File: config.mk
export PLATFORM = sky130hd
export DESIGN_NAME = eyemon_berc
export DESIGN_NICKNAME = d
export VERILOG_FILES = /design/src/rtl/eyemon_pkg.sv /design/src/rtl/eyemon_regs.sv /design/src/rtl/eyemon_accum.sv /design/src/rtl/eyemon_readback.sv /design/src/rtl/eyemon_berc.sv
export SDC_FILE = /design/constraint.sdc
export NUM_CORES = 1
export LEC_CHECK = 0
export BUFFER_PORTS_ARGS = -buffer_cell sky130_fd_sc_hd__buf_2
export CAP_MARGIN = 20
export CORE_UTILIZATION = 64
export DETAILED_ROUTE_END_ITERATION = 10
export PLACE_DENSITY = 0.86
export SYNTH_ARGS = -nofsm -noshare
export SYNTH_HDL_FRONTEND = slang
export SYNTH_SLANG_ARGS = --single-unit
File: constraint.sdc
create_clock -name clk -period 14.59 [get_ports clk]
set_input_delay 0 -clock clk [delete_from_list [all_inputs] [get_ports clk]]
set_output_delay 0 -clock clk [all_outputs]
set_load 0.02 [all_outputs]
File: src/rtl/eyemon_pkg.sv
// Package: register offsets, field positions and the mode type shared by
// the eye monitor bit-error counter. Assumes a register word of at least
// 14 bits so the control fields fit.
package eyemon_pkg;

    // register offsets (software decodes these)
    localparam int OFS_MODE   = 2;
    localparam int OFS_CTRL   = 3;
    localparam int OFS_BIT_LO = 5;
    localparam int OFS_BIT_HI = 6;
    localparam int OFS_ERR_LO = 7;
    localparam int OFS_ERR_HI = 8;

    // mode register bits
    localparam int MB_MON = 0;
    localparam int MB_CHK = 1;
    localparam int MB_CNT = 2;
    localparam int MB_CLR = 3;

    // control register bits
    localparam int CB_POL   = 2;
    localparam int CB_ONE_D = 13;

    // control register reset value: positive polarity, two-axis mode
    localparam int CTRL_RST = 4;

    typedef struct packed {
        logic cnt_en;
        logic chk_en;
        logic mon_en;
    } mode_t;

endpackage

File: src/rtl/eyemon_regs.sv
// Module: mode and control registers.
// Holds the three enables and the full control word (reserved bits stored
// verbatim). Produces a one-cycle clear pulse on a counter-reset write or
// on a write that turns counting on. Assumes one access per cycle.
module eyemon_regs
    import eyemon_pkg::*;
#(
    parameter int REG_W  = 32,
    parameter int ADDR_W = 4
) (
    input  logic              clk,
    input  logic              rst_n,
    input  logic              reg_wr,
    input  logic [ADDR_W-1:0] reg_addr,
    input  logic [REG_W-1:0]  reg_wdata,
    output mode_t             mode,
    output logic [REG_W-1:0]  ctrl,
    output logic              clr
);

    logic wr_mode;
    logic wr_ctrl;
    logic new_run;
    logic old_run;

    // decode writes and detect the counting-on transition
    always_comb begin
        wr_mode = reg_wr && (reg_addr == ADDR_W'(OFS_MODE));
        wr_ctrl = reg_wr && (reg_addr == ADDR_W'(OFS_CTRL));
        new_run = reg_wdata[MB_CHK] && reg_wdata[MB_CNT];
        old_run = mode.chk_en && mode.cnt_en;
        clr     = wr_mode && (reg_wdata[MB_CLR] || (new_run && !old_run));
    end

    // mode register: stores the three enables
    always_ff @(posedge clk) begin
        if (!rst_n) begin
            mode <= '0;
        end else if (wr_mode) begin
            mode <= mode_t'{cnt_en: reg_wdata[MB_CNT],
                            chk_en: reg_wdata[MB_CHK],
                            mon_en: reg_wdata[MB_MON]};
        end
    end

    // control register: full word write, polarity forced by monitor enable
    always_ff @(posedge clk) begin
        if (!rst_n) begin
            ctrl <= REG_W'(CTRL_RST);
        end else if (wr_ctrl) begin
            ctrl <= reg_wdata;
        end else if (wr_mode && reg_wdata[MB_MON]) begin
            ctrl[CB_POL] <= 1'b1;
        end
    end

    logic armed;
    // marks the first cycle after reset for the checks below
    always_ff @(posedge clk) begin
        if (!rst_n) armed <= 1'b0;
        else        armed <= 1'b1;
    end


    mon_en_pol_chk: assert property (@(posedge clk) disable iff (!rst_n)
        armed && reg_wr && (reg_addr == ADDR_W'(OFS_MODE)) && reg_wdata[MB_MON]
        |=> ctrl[CB_POL]);


    ctrl_hold_chk: assert property (@(posedge clk) disable iff (!rst_n)
        armed && !(reg_wr && (reg_addr == ADDR_W'(OFS_CTRL)))
        |=> $stable(ctrl[REG_W-1:CB_POL+1]) && $stable(ctrl[CB_POL-1:0]));

endmodule

File: src/rtl/eyemon_accum.sv
// Module: bit and error accumulators.
// Counts mismatching bit positions between the two sampled words and
// counts received bits in groups of 2**RES_W through a residual carry.
// Assumes DATA_W <= 2**RES_W so at most one carry occurs per word.
module eyemon_accum #(
    parameter int DATA_W = 32,
    parameter int RES_W  = 8,
    parameter int CNT_W  = 64
) (
    input  logic              clk,
    input  logic              rst_n,
    input  logic              clr,
    input  logic              run,
    input  logic              rx_valid,
    input  logic [DATA_W-1:0] ref_data,
    input  logic [DATA_W-1:0] eye_data,
    output logic [CNT_W-1:0]  bit_cnt,
    output logic [CNT_W-1:0]  err_cnt
);

    localparam int NERR_W = $clog2(DATA_W + 1);
    localparam int SUM_W  = RES_W + 2;

    logic [DATA_W-1:0] diff;
    logic [NERR_W-1:0] nerr;
    logic [RES_W-1:0]  resid;
    logic [SUM_W-1:0]  sum;
    logic              go;

    // population count of the mismatch vector and the residual sum
    always_comb begin
        diff = ref_data ^ eye_data;
        nerr = '0;
        for (int i = 0; i < DATA_W; i++) begin
            nerr = nerr + NERR_W'(diff[i]);
        end
        sum = SUM_W'(resid) + SUM_W'(DATA_W);
        go  = run && rx_valid;
    end

    // accumulate counts; clear has priority
    always_ff @(posedge clk) begin
        if (!rst_n || clr) begin
            resid   <= '0;
            bit_cnt <= '0;
            err_cnt <= '0;
        end else if (go) begin
            resid   <= sum[RES_W-1:0];
            bit_cnt <= bit_cnt + CNT_W'(sum[SUM_W-1:RES_W]);
            err_cnt <= err_cnt + CNT_W'(nerr);
        end
    end

    logic armed;
    // marks the first cycle after reset for the checks below
    always_ff @(posedge clk) begin
        if (!rst_n) armed <= 1'b0;
        else        armed <= 1'b1;
    end


    idle_hold_chk: assert property (@(posedge clk) disable iff (!rst_n)
        armed && !(run && rx_valid) && !clr
        |=> $stable(bit_cnt) && $stable(err_cnt));


    err_step_chk: assert property (@(posedge clk) disable iff (!rst_n)
        armed && !clr |=> (err_cnt - $past(err_cnt)) <= CNT_W'(DATA_W));


    bit_step_chk: assert property (@(posedge clk) disable iff (!rst_n)
        armed && !clr |=> (bit_cnt - $past(bit_cnt)) <= CNT_W'(1));


    clr_zero_chk: assert property (@(posedge clk) disable iff (!rst_n)
        clr |=> (bit_cnt == '0) && (err_cnt == '0));

endmodule

File: src/rtl/eyemon_readback.sv
// Module: registered read path with high-word shadows.
// A low-word read of either counter captures its high word so the later
// high-word read is coherent. Read data is valid the cycle after reg_rd.
module eyemon_readback
    import eyemon_pkg::*;
#(
    parameter int REG_W  = 32,
    parameter int ADDR_W = 4
) (
    input  logic               clk,
    input  logic               rst_n,
    input  logic               reg_rd,
    input  logic [ADDR_W-1:0]  reg_addr,
    input  logic [2*REG_W-1:0] bit_cnt,
    input  logic [2*REG_W-1:0] err_cnt,
    input  mode_t              mode,
    input  logic [REG_W-1:0]   ctrl,
    output logic [REG_W-1:0]   reg_rdata
);

    logic [REG_W-1:0] bit_sh;
    logic [REG_W-1:0] err_sh;
    logic             rd_bit_lo;
    logic             rd_err_lo;

    // decode low-word reads
    always_comb begin
        rd_bit_lo = reg_rd && (reg_addr == ADDR_W'(OFS_BIT_LO));
        rd_err_lo = reg_rd && (reg_addr == ADDR_W'(OFS_ERR_LO));
    end

    // capture high words on low-word reads
    always_ff @(posedge clk) begin
        if (!rst_n) begin
            bit_sh <= '0;
            err_sh <= '0;
        end else begin
            if (rd_bit_lo) bit_sh <= bit_cnt[2*REG_W-1:REG_W];
            if (rd_err_lo) err_sh <= err_cnt[2*REG_W-1:REG_W];
        end
    end

    // registered read multiplexer
    always_ff @(posedge clk) begin
        if (!rst_n) begin
            reg_rdata <= '0;
        end else if (reg_rd) begin
            case (reg_addr)
                ADDR_W'(OFS_MODE):   reg_rdata <= REG_W'({mode.cnt_en, mode.chk_en, mode.mon_en});
                ADDR_W'(OFS_CTRL):   reg_rdata <= ctrl;
                ADDR_W'(OFS_BIT_LO): reg_rdata <= bit_cnt[REG_W-1:0];
                ADDR_W'(OFS_BIT_HI): reg_rdata <= bit_sh;
                ADDR_W'(OFS_ERR_LO): reg_rdata <= err_cnt[REG_W-1:0];
                ADDR_W'(OFS_ERR_HI): reg_rdata <= err_sh;
                default:             reg_rdata <= '0;
            endcase
        end
    end

    logic armed;
    // marks the first cycle after reset for the checks below
    always_ff @(posedge clk) begin
        if (!rst_n) armed <= 1'b0;
        else        armed <= 1'b1;
    end


    lo_read_chk: assert property (@(posedge clk) disable iff (!rst_n)
        armed && reg_rd && (reg_addr == ADDR_W'(OFS_ERR_LO))
        |=> reg_rdata == $past(err_cnt[REG_W-1:0]));


    shadow_hold_chk: assert property (@(posedge clk) disable iff (!rst_n)
        armed && !(reg_rd && (reg_addr == ADDR_W'(OFS_BIT_LO)))
        |=> $stable(bit_sh));

endmodule

File: src/rtl/eyemon_berc.sv
// Module: eye monitor bit-error counter, top level.
// Compares main-path and eye-path words, accumulates 64-bit bit and error
// counts, and exposes mode/control/counter registers on a simple port.
// Assumes REG_W >= 14 and DATA_W <= 2**RES_W.
module eyemon_berc
    import eyemon_pkg::*;
#(
    parameter int DATA_W = 32,
    parameter int REG_W  = 32,
    parameter int ADDR_W = 4,
    parameter int RES_W  = 8
) (
    input  logic              clk,
    input  logic              rst_n,
    input  logic              rx_valid,
    input  logic [DATA_W-1:0] ref_data,
    input  logic [DATA_W-1:0] eye_data,
    input  logic              reg_wr,
    input  logic              reg_rd,
    input  logic [ADDR_W-1:0] reg_addr,
    input  logic [REG_W-1:0]  reg_wdata,
    output logic [REG_W-1:0]  reg_rdata,
    output logic              vert_meas_en,
    output logic              vert_pos
);

    localparam int CNT_W = 2 * REG_W;

    mode_t            mode;
    logic [REG_W-1:0] ctrl;
    logic             clr;
    logic             run;
    logic [CNT_W-1:0] bit_cnt;
    logic [CNT_W-1:0] err_cnt;

    eyemon_regs #(.REG_W(REG_W), .ADDR_W(ADDR_W)) u_regs (
        .clk(clk), .rst_n(rst_n), .reg_wr(reg_wr), .reg_addr(reg_addr),
        .reg_wdata(reg_wdata), .mode(mode), .ctrl(ctrl), .clr(clr)
    );

    // counting runs only with both checker and counter enabled
    always_comb begin
        run          = mode.chk_en && mode.cnt_en;
        vert_meas_en = !ctrl[CB_ONE_D];
        vert_pos     = ctrl[CB_POL];
    end

    eyemon_accum #(.DATA_W(DATA_W), .RES_W(RES_W), .CNT_W(CNT_W)) u_accum (
        .clk(clk), .rst_n(rst_n), .clr(clr), .run(run), .rx_valid(rx_valid),
        .ref_data(ref_data), .eye_data(eye_data),
        .bit_cnt(bit_cnt), .err_cnt(err_cnt)
    );

    eyemon_readback #(.REG_W(REG_W), .ADDR_W(ADDR_W)) u_rdbk (
        .clk(clk), .rst_n(rst_n), .reg_rd(reg_rd), .reg_addr(reg_addr),
        .bit_cnt(bit_cnt), .err_cnt(err_cnt), .mode(mode), .ctrl(ctrl),
        .reg_rdata(reg_rdata)
    );


    vert_out_chk: assert property (@(posedge clk) disable iff (!rst_n)
        reg_wr && (reg_addr == ADDR_W'(OFS_CTRL))
        |=> (vert_meas_en == !$past(reg_wdata[CB_ONE_D]))
            && (vert_pos == $past(reg_wdata[CB_POL])));

endmodule

* Word-level counts from Yosys, hierarchy flattened
Cells that the tools add are included. W data, S select, Z words.
Operators by class: add/subtract/negate cells 34, eq/ne operators 6, multiplexer cells 3, bitwise operators 1, reduce and logical (&&, ||, !) cells 16
Operator list (count):
- $pmux W32 S6 | 1
- $add A6 B1 Y6 | 30
- $add A64 B2 Y64 | 1
- $add A64 B6 Y64 | 1
- $xor A32 B32 Y32 | 1
- $eq A4 B3 Y1 const B | 3
- $logic_and A1 B1 Y1 | 10
- $add A8 B6 Y9 const B | 1
- $eq A4 B2 Y1 const B | 2
- $eq A4 B4 Y1 const B | 1
- $logic_not A1 Y1 | 3
- $add A1 B1 Y2 | 1
- $logic_or A1 B1 Y1 | 2
- $mux W1 | 2
- $reduce_bool A2 Y1 | 1
Storage, ports and cells: bits in registers 267, bits of input ports 105, output and inout port bits 34, word-level logic and storage cells 71

* Longest topological paths before layout
depth in word-level cells 33, mapped depth 25, mapped depth without buffers 23

* By module
Synthesis repeated with hierarchy kept, for this count alone.
Second synthesis, totals: cells, all modules 1561, area total of the unflattened synthesis 13434.1 sq um
Modules (own cells, without submodules):
- eyemon_accum | times used 1, cells an instance 872, area each 7403.4 sq um
- eyemon_readback | times used 1, cells an instance 532, area each 4595.7 sq um
- eyemon_regs | times used 1, cells an instance 155, area each 1425.1 sq um
- eyemon_berc | times used 1, cells an instance 2, area each 10.0 sq um

* Worst setup path after synthesis
No wires, ideal clock.
kind input to register, from in eye_data[0], to reg u_accum.err_cnt[55], setup time 0.070 ns, data arrival time 6.640 ns, data required time 14.520 ns, slack 7.879 ns, stages on the path 22, buffers on the path 1, cells stage by stage xor2_1 > ha_1 > fa_1 > fa_1 > fa_1 > fa_1 > inv_1 > fa_1 > fa_1 > fa_1 > fa_1 > inv_1 > a21o_1 > a21oi_1 > xnor2_1 > ha_1 > o211ai_1 > o21ai_1 > nand3_1 > clkbuf_1 > or4_1 > a21oi_1
Between the ends: word-level cells in the longest chain between the ends 33
Ends and longest elaborated chain:
- from (decl) | RTL line eyemon_berc.sv:17 | input logic [DATA_W-1:0] eye_data,
- $xor A32 B32 Y32 | RTL line eyemon_accum.sv:32 | diff = ref_data ^ eye_data;
- $add A1 B1 Y2 | RTL line eyemon_accum.sv:35 | nerr = nerr + NERR_W'(diff[i]);
- $add A6 B1 Y6 (30 in series) | RTL line eyemon_accum.sv:35
- $add A64 B6 Y64 | RTL line eyemon_accum.sv:50 | err_cnt <= err_cnt + CNT_W'(nerr);
- to (signal assigned) | RTL line eyemon_accum.sv:50
- to (decl) | RTL line eyemon_accum.sv:18 | output logic [CNT_W-1:0] err_cnt
Every way passes these cells. A chain may end at the register's enable or synchronous reset.

* Final worst setup path
from in eye_data[0], to reg u_accum.err_cnt[59]
The elaborated chain is that of the path after synthesis.

==> impl_metrics.toml <==
[clock_tree]
cts_buffer_depth = 3
cts_tree = "built"
clock-sinks = 262
clk_transition_reported_paths_ns = 0.06
root_buffer = "clkbuf_16"
htree_num_levels = 1
cts_made_buffers = 27
cts_resized = 0
clock_latency_ns = 0.55

[routing]
post_drt_via_cell_ratio = 6.324
num_vias = 12650
dr.pass1.iters = 7
post_drt_wl_per_cell_um = 19.09
drc = 0
drt-initial-drc-count = 1441
ant_nets = 0
drt_wl_total_um = 38200

[yosys]
post-synth-top-area-fraction_pct = 39.87
synth_largest_area_cell = "dfxtp_1"
syn_inst = 1583
synth.area.top_cells = "dfxtp_1 (40%), nand2_1 (8.2%), a21boi_0 (5.4%)"
yosys_warnings = 0
synth_seq_area_share_pct = 39.87
synth_area_mm2 = 0.01316
synth.distinct_cells = 54
syn_nets = 1730
synth_common_cells = "nand2_1 (288), dfxtp_1 (262), a21boi_0 (95), clkbuf_1 (95), a21oi_1 (88)"
ys_ff_latch = 262
synthArstFlopShare_pct = 0
synth_flop_cell = "dfxtp_1"
synth-edff-count = 0
syn_avg_cell_area_um2 = 8.310
yosysMostFrequentCell = "nand2_1"

[floorplan]
num_io_pins = 139
floorplan.initialDensity_pct = 65.22
fp-row-count = 52
fp.dieH_um = 145.4
die_w_um = 145.4
core_mm2 = 0.02017
die_area_mm2 = 0.02113

[power]
ir_drop_mv = 0.3144
powerDensity_mw_per_mm2 = 149.3
internal_power_mw = 1.486
pwr-share-seq_pct = 31.4
p_leak_nw = 5.332
p_sw_mw = 0.7983
p_comb_share_pct = 40.4
finalPower_mw = 2.284
clock_power_share_pct = 28.2
switching_share_pct = 34.94

[finish]
nets = 1857
area_delta_synth_final_pct = 16.31
drive_gt1_share_pct = 12.20

[setup_path]
crit_type = "in2reg"
crit_path_start_kind = "input pin"
cp-end-kind = "flop"
critPathArrivalTime_ns = 7.80
worstPathRequired_ns = 15.06
crit_fanout = 19
r2r_cells = 7

[placed_design]
hpwl_um = 25380
port_buffers = 138
pre_cts_ws_ns = 6.473
gp_congestion = 0.9011

[sta]
finalCriticalPeriod_ns = 7.333
post-route-period-util_pct = 50.26
hold_slack_ns = 0.1046
tns_ns = 0
fin_ws_ns = 7.257
hold_viol = 0
setup_viol = 0
finalClockSkew_ns = 0.02355
grt_setup_unrepaired = "no"
fmax_mhz = 136.4
slew_viol_final = 0
slew_headroom_pct = 24.15
worst_slew_pin_slew_ns = 1.133

[global_routing]
track_usage_pct = 34.89
grt_pass1_wl_um = 59900
grt_max_degree = 93
grt-ovfl-total = 0
grt_antenna_before_repair = 1
grt_pass1_vias = 11500

[job]
drv_cap = 0

[outcome]
status = "completed"

[hold_path]
hp-class = "in2reg"
hold_depth = 4
## routing by layer
metal	GRT usage, %	up-vias	share of wire, %
met1	46.99	5979	40
met5	0	-	0
met3	4.013	142	8.9
met2	56.73	688	46
li1	-	5845	-
met4	15.53	0	5.5
## power groups by stage
stage / clock network [mW] / registers, mW / logic [mW]
global placement: 0 / 0.733 / 0.878
floorplan: 0 / 0.733 / 0.735
global route: 0.671 / 0.717 / 1.04
CTS: 0.644 / 0.717 / 0.925
detailed placement: 0 / 0.733 / 0.912
finish: 0.645 / 0.717 / 0.922
## worst paths after layout
path / startpoint / endpoint / slack [ns]
worst min-delay path: reg_addr[0] / u_rdbk.reg_rdata[1]$_SDFFE_PN0P_ / 0.10
worst max register to register: u_accum.resid[5]$_SDFFE_PP0P_ / u_accum.bit_cnt[57]$_SDFFE_PP0P_ / 11.12
worst min register to register: u_rdbk.err_sh[10]$_SDFFE_PN0P_ / u_rdbk.err_sh[10]$_SDFFE_PN0P_ / 0.47
worst max-delay path: eye_data[0] / u_accum.err_cnt[59]$_SDFFE_PP0P_ / 7.26
## repair_timing
action | 4_1_cts | 5_1_grt
hold buffers | 41 | 0
buffers inserted | 0 | 0
hold endpoints to repair | 70 | 0
## state kept, by name, indices dropped and copies added (netlist names)
signal and count:
u_rdbk.bit_sh 32, u_accum.bit_cnt 64, u_accum.err_cnt 64, u_rdbk.reg_rdata 32, u_accum.resid 3, u_rdbk.err_sh 32
u_regs.mode 3, u_regs.ctrl 32
## through the flow
stage	cells	util (%)	cell area [um^2]
after CTS	1994	75.33	15190
after floorplan	1583	-	13160
after global placement	1903	69.14	13940
after detailed placement	1904	69.27	13970
final	2001	75.86	15300
after global routing	2001	75.86	15300
## cells by family after synthesis
| logic type | after synthesis | share of synthesized area (%) |
|---|---|---|
| and+or+nand+nor | 638 | 24.08 |
| AOI/OAI and AO/OA | 398 | 19.94 |
| adders and majority gates | 42 | 5.421 |
| DFF | 262 | 39.87 |
| xor gates and xnor gates | 90 | 5.992 |
| buffers and inverters | 147 | 4.223 |
| muxes | 6 | 0.4661 |
## critical path, stage by stage
cell and delay, ns:
buf_2 0.11, xor2_1 0.15, ha_1 0.32, fa_1 0.52, fa_1 0.53, fa_1 0.52, fa_1 0.54, inv_1 0.05
fa_1 0.50, fa_1 0.52, fa_1 0.47, fa_1 0.42, inv_1 0.07, a21o_1 0.10, a21oi_1 0.07, xnor2_1 0.14
ha_1 0.37, o211ai_1 0.12, o21ai_1 0.55, nand3_1 0.68, buf_8 0.38, or4_1 0.51, a21oi_1 0.17
## cell type report
type,instances,area (um^2)
Multi-Input combinational cell,1174,7406
Sequential cell,262,5245
Fill cell,1412,4868
Timing Repair Buffer,197,1319
Clock buffer,42,772.0
Tap cell,270,337.8
Inverter,48,180.2
Clock inverter,7,38.79
Antenna cell,1,2.502
## cells in the final DEF (no fill, tap or decap), types with 3 or more instances in the layout
| master | netlist | layout |
|---|---|---|
| dfxtp_1 | 262 | 262 |
| nand3_1 | 41 | 41 |
| nor4_1 | 16 | 16 |
| inv_1 | 48 | 48 |
| ha_1 | 17 | 17 |
| clkinv_2 | 0 | 6 |
| nor2_1 | 72 | 72 |
| buf_4 | 0 | 12 |
| a21oi_1 | 88 | 88 |
| and2_1 | 7 | 7 |
| a21boi_0 | 95 | 95 |
| nand2_1 | 288 | 288 |
| buf_16 | 0 | 3 |
| clkbuf_1 | 95 | 11 |
| xnor2_1 | 36 | 36 |
| a222oi_1 | 3 | 3 |
| or4_1 | 29 | 29 |
| nand4_1 | 53 | 53 |
| dlygate4sd3_1 | 0 | 41 |
| fa_1 | 25 | 25 |
| and3_1 | 16 | 16 |
| a31oi_1 | 30 | 30 |
| or3_1 | 41 | 41 |
| a21o_1 | 3 | 3 |
| a22oi_1 | 58 | 58 |
| nor2b_1 | 40 | 40 |
| clkbuf_8 | 0 | 4 |
| o21ai_0 | 45 | 45 |
| or2_2 | 3 | 3 |
| o21a_1 | 33 | 33 |
| a211oi_1 | 4 | 4 |
| xor2_1 | 54 | 54 |
| clkbuf_16 | 0 | 27 |
| and4_1 | 8 | 8 |
| buf_8 | 0 | 3 |
| buf_2 | 2 | 138 |
| nor3_1 | 9 | 9 |
| o31ai_1 | 28 | 28 |
| mux2i_1 | 5 | 5 |
(Power assumes the default switching activity.)
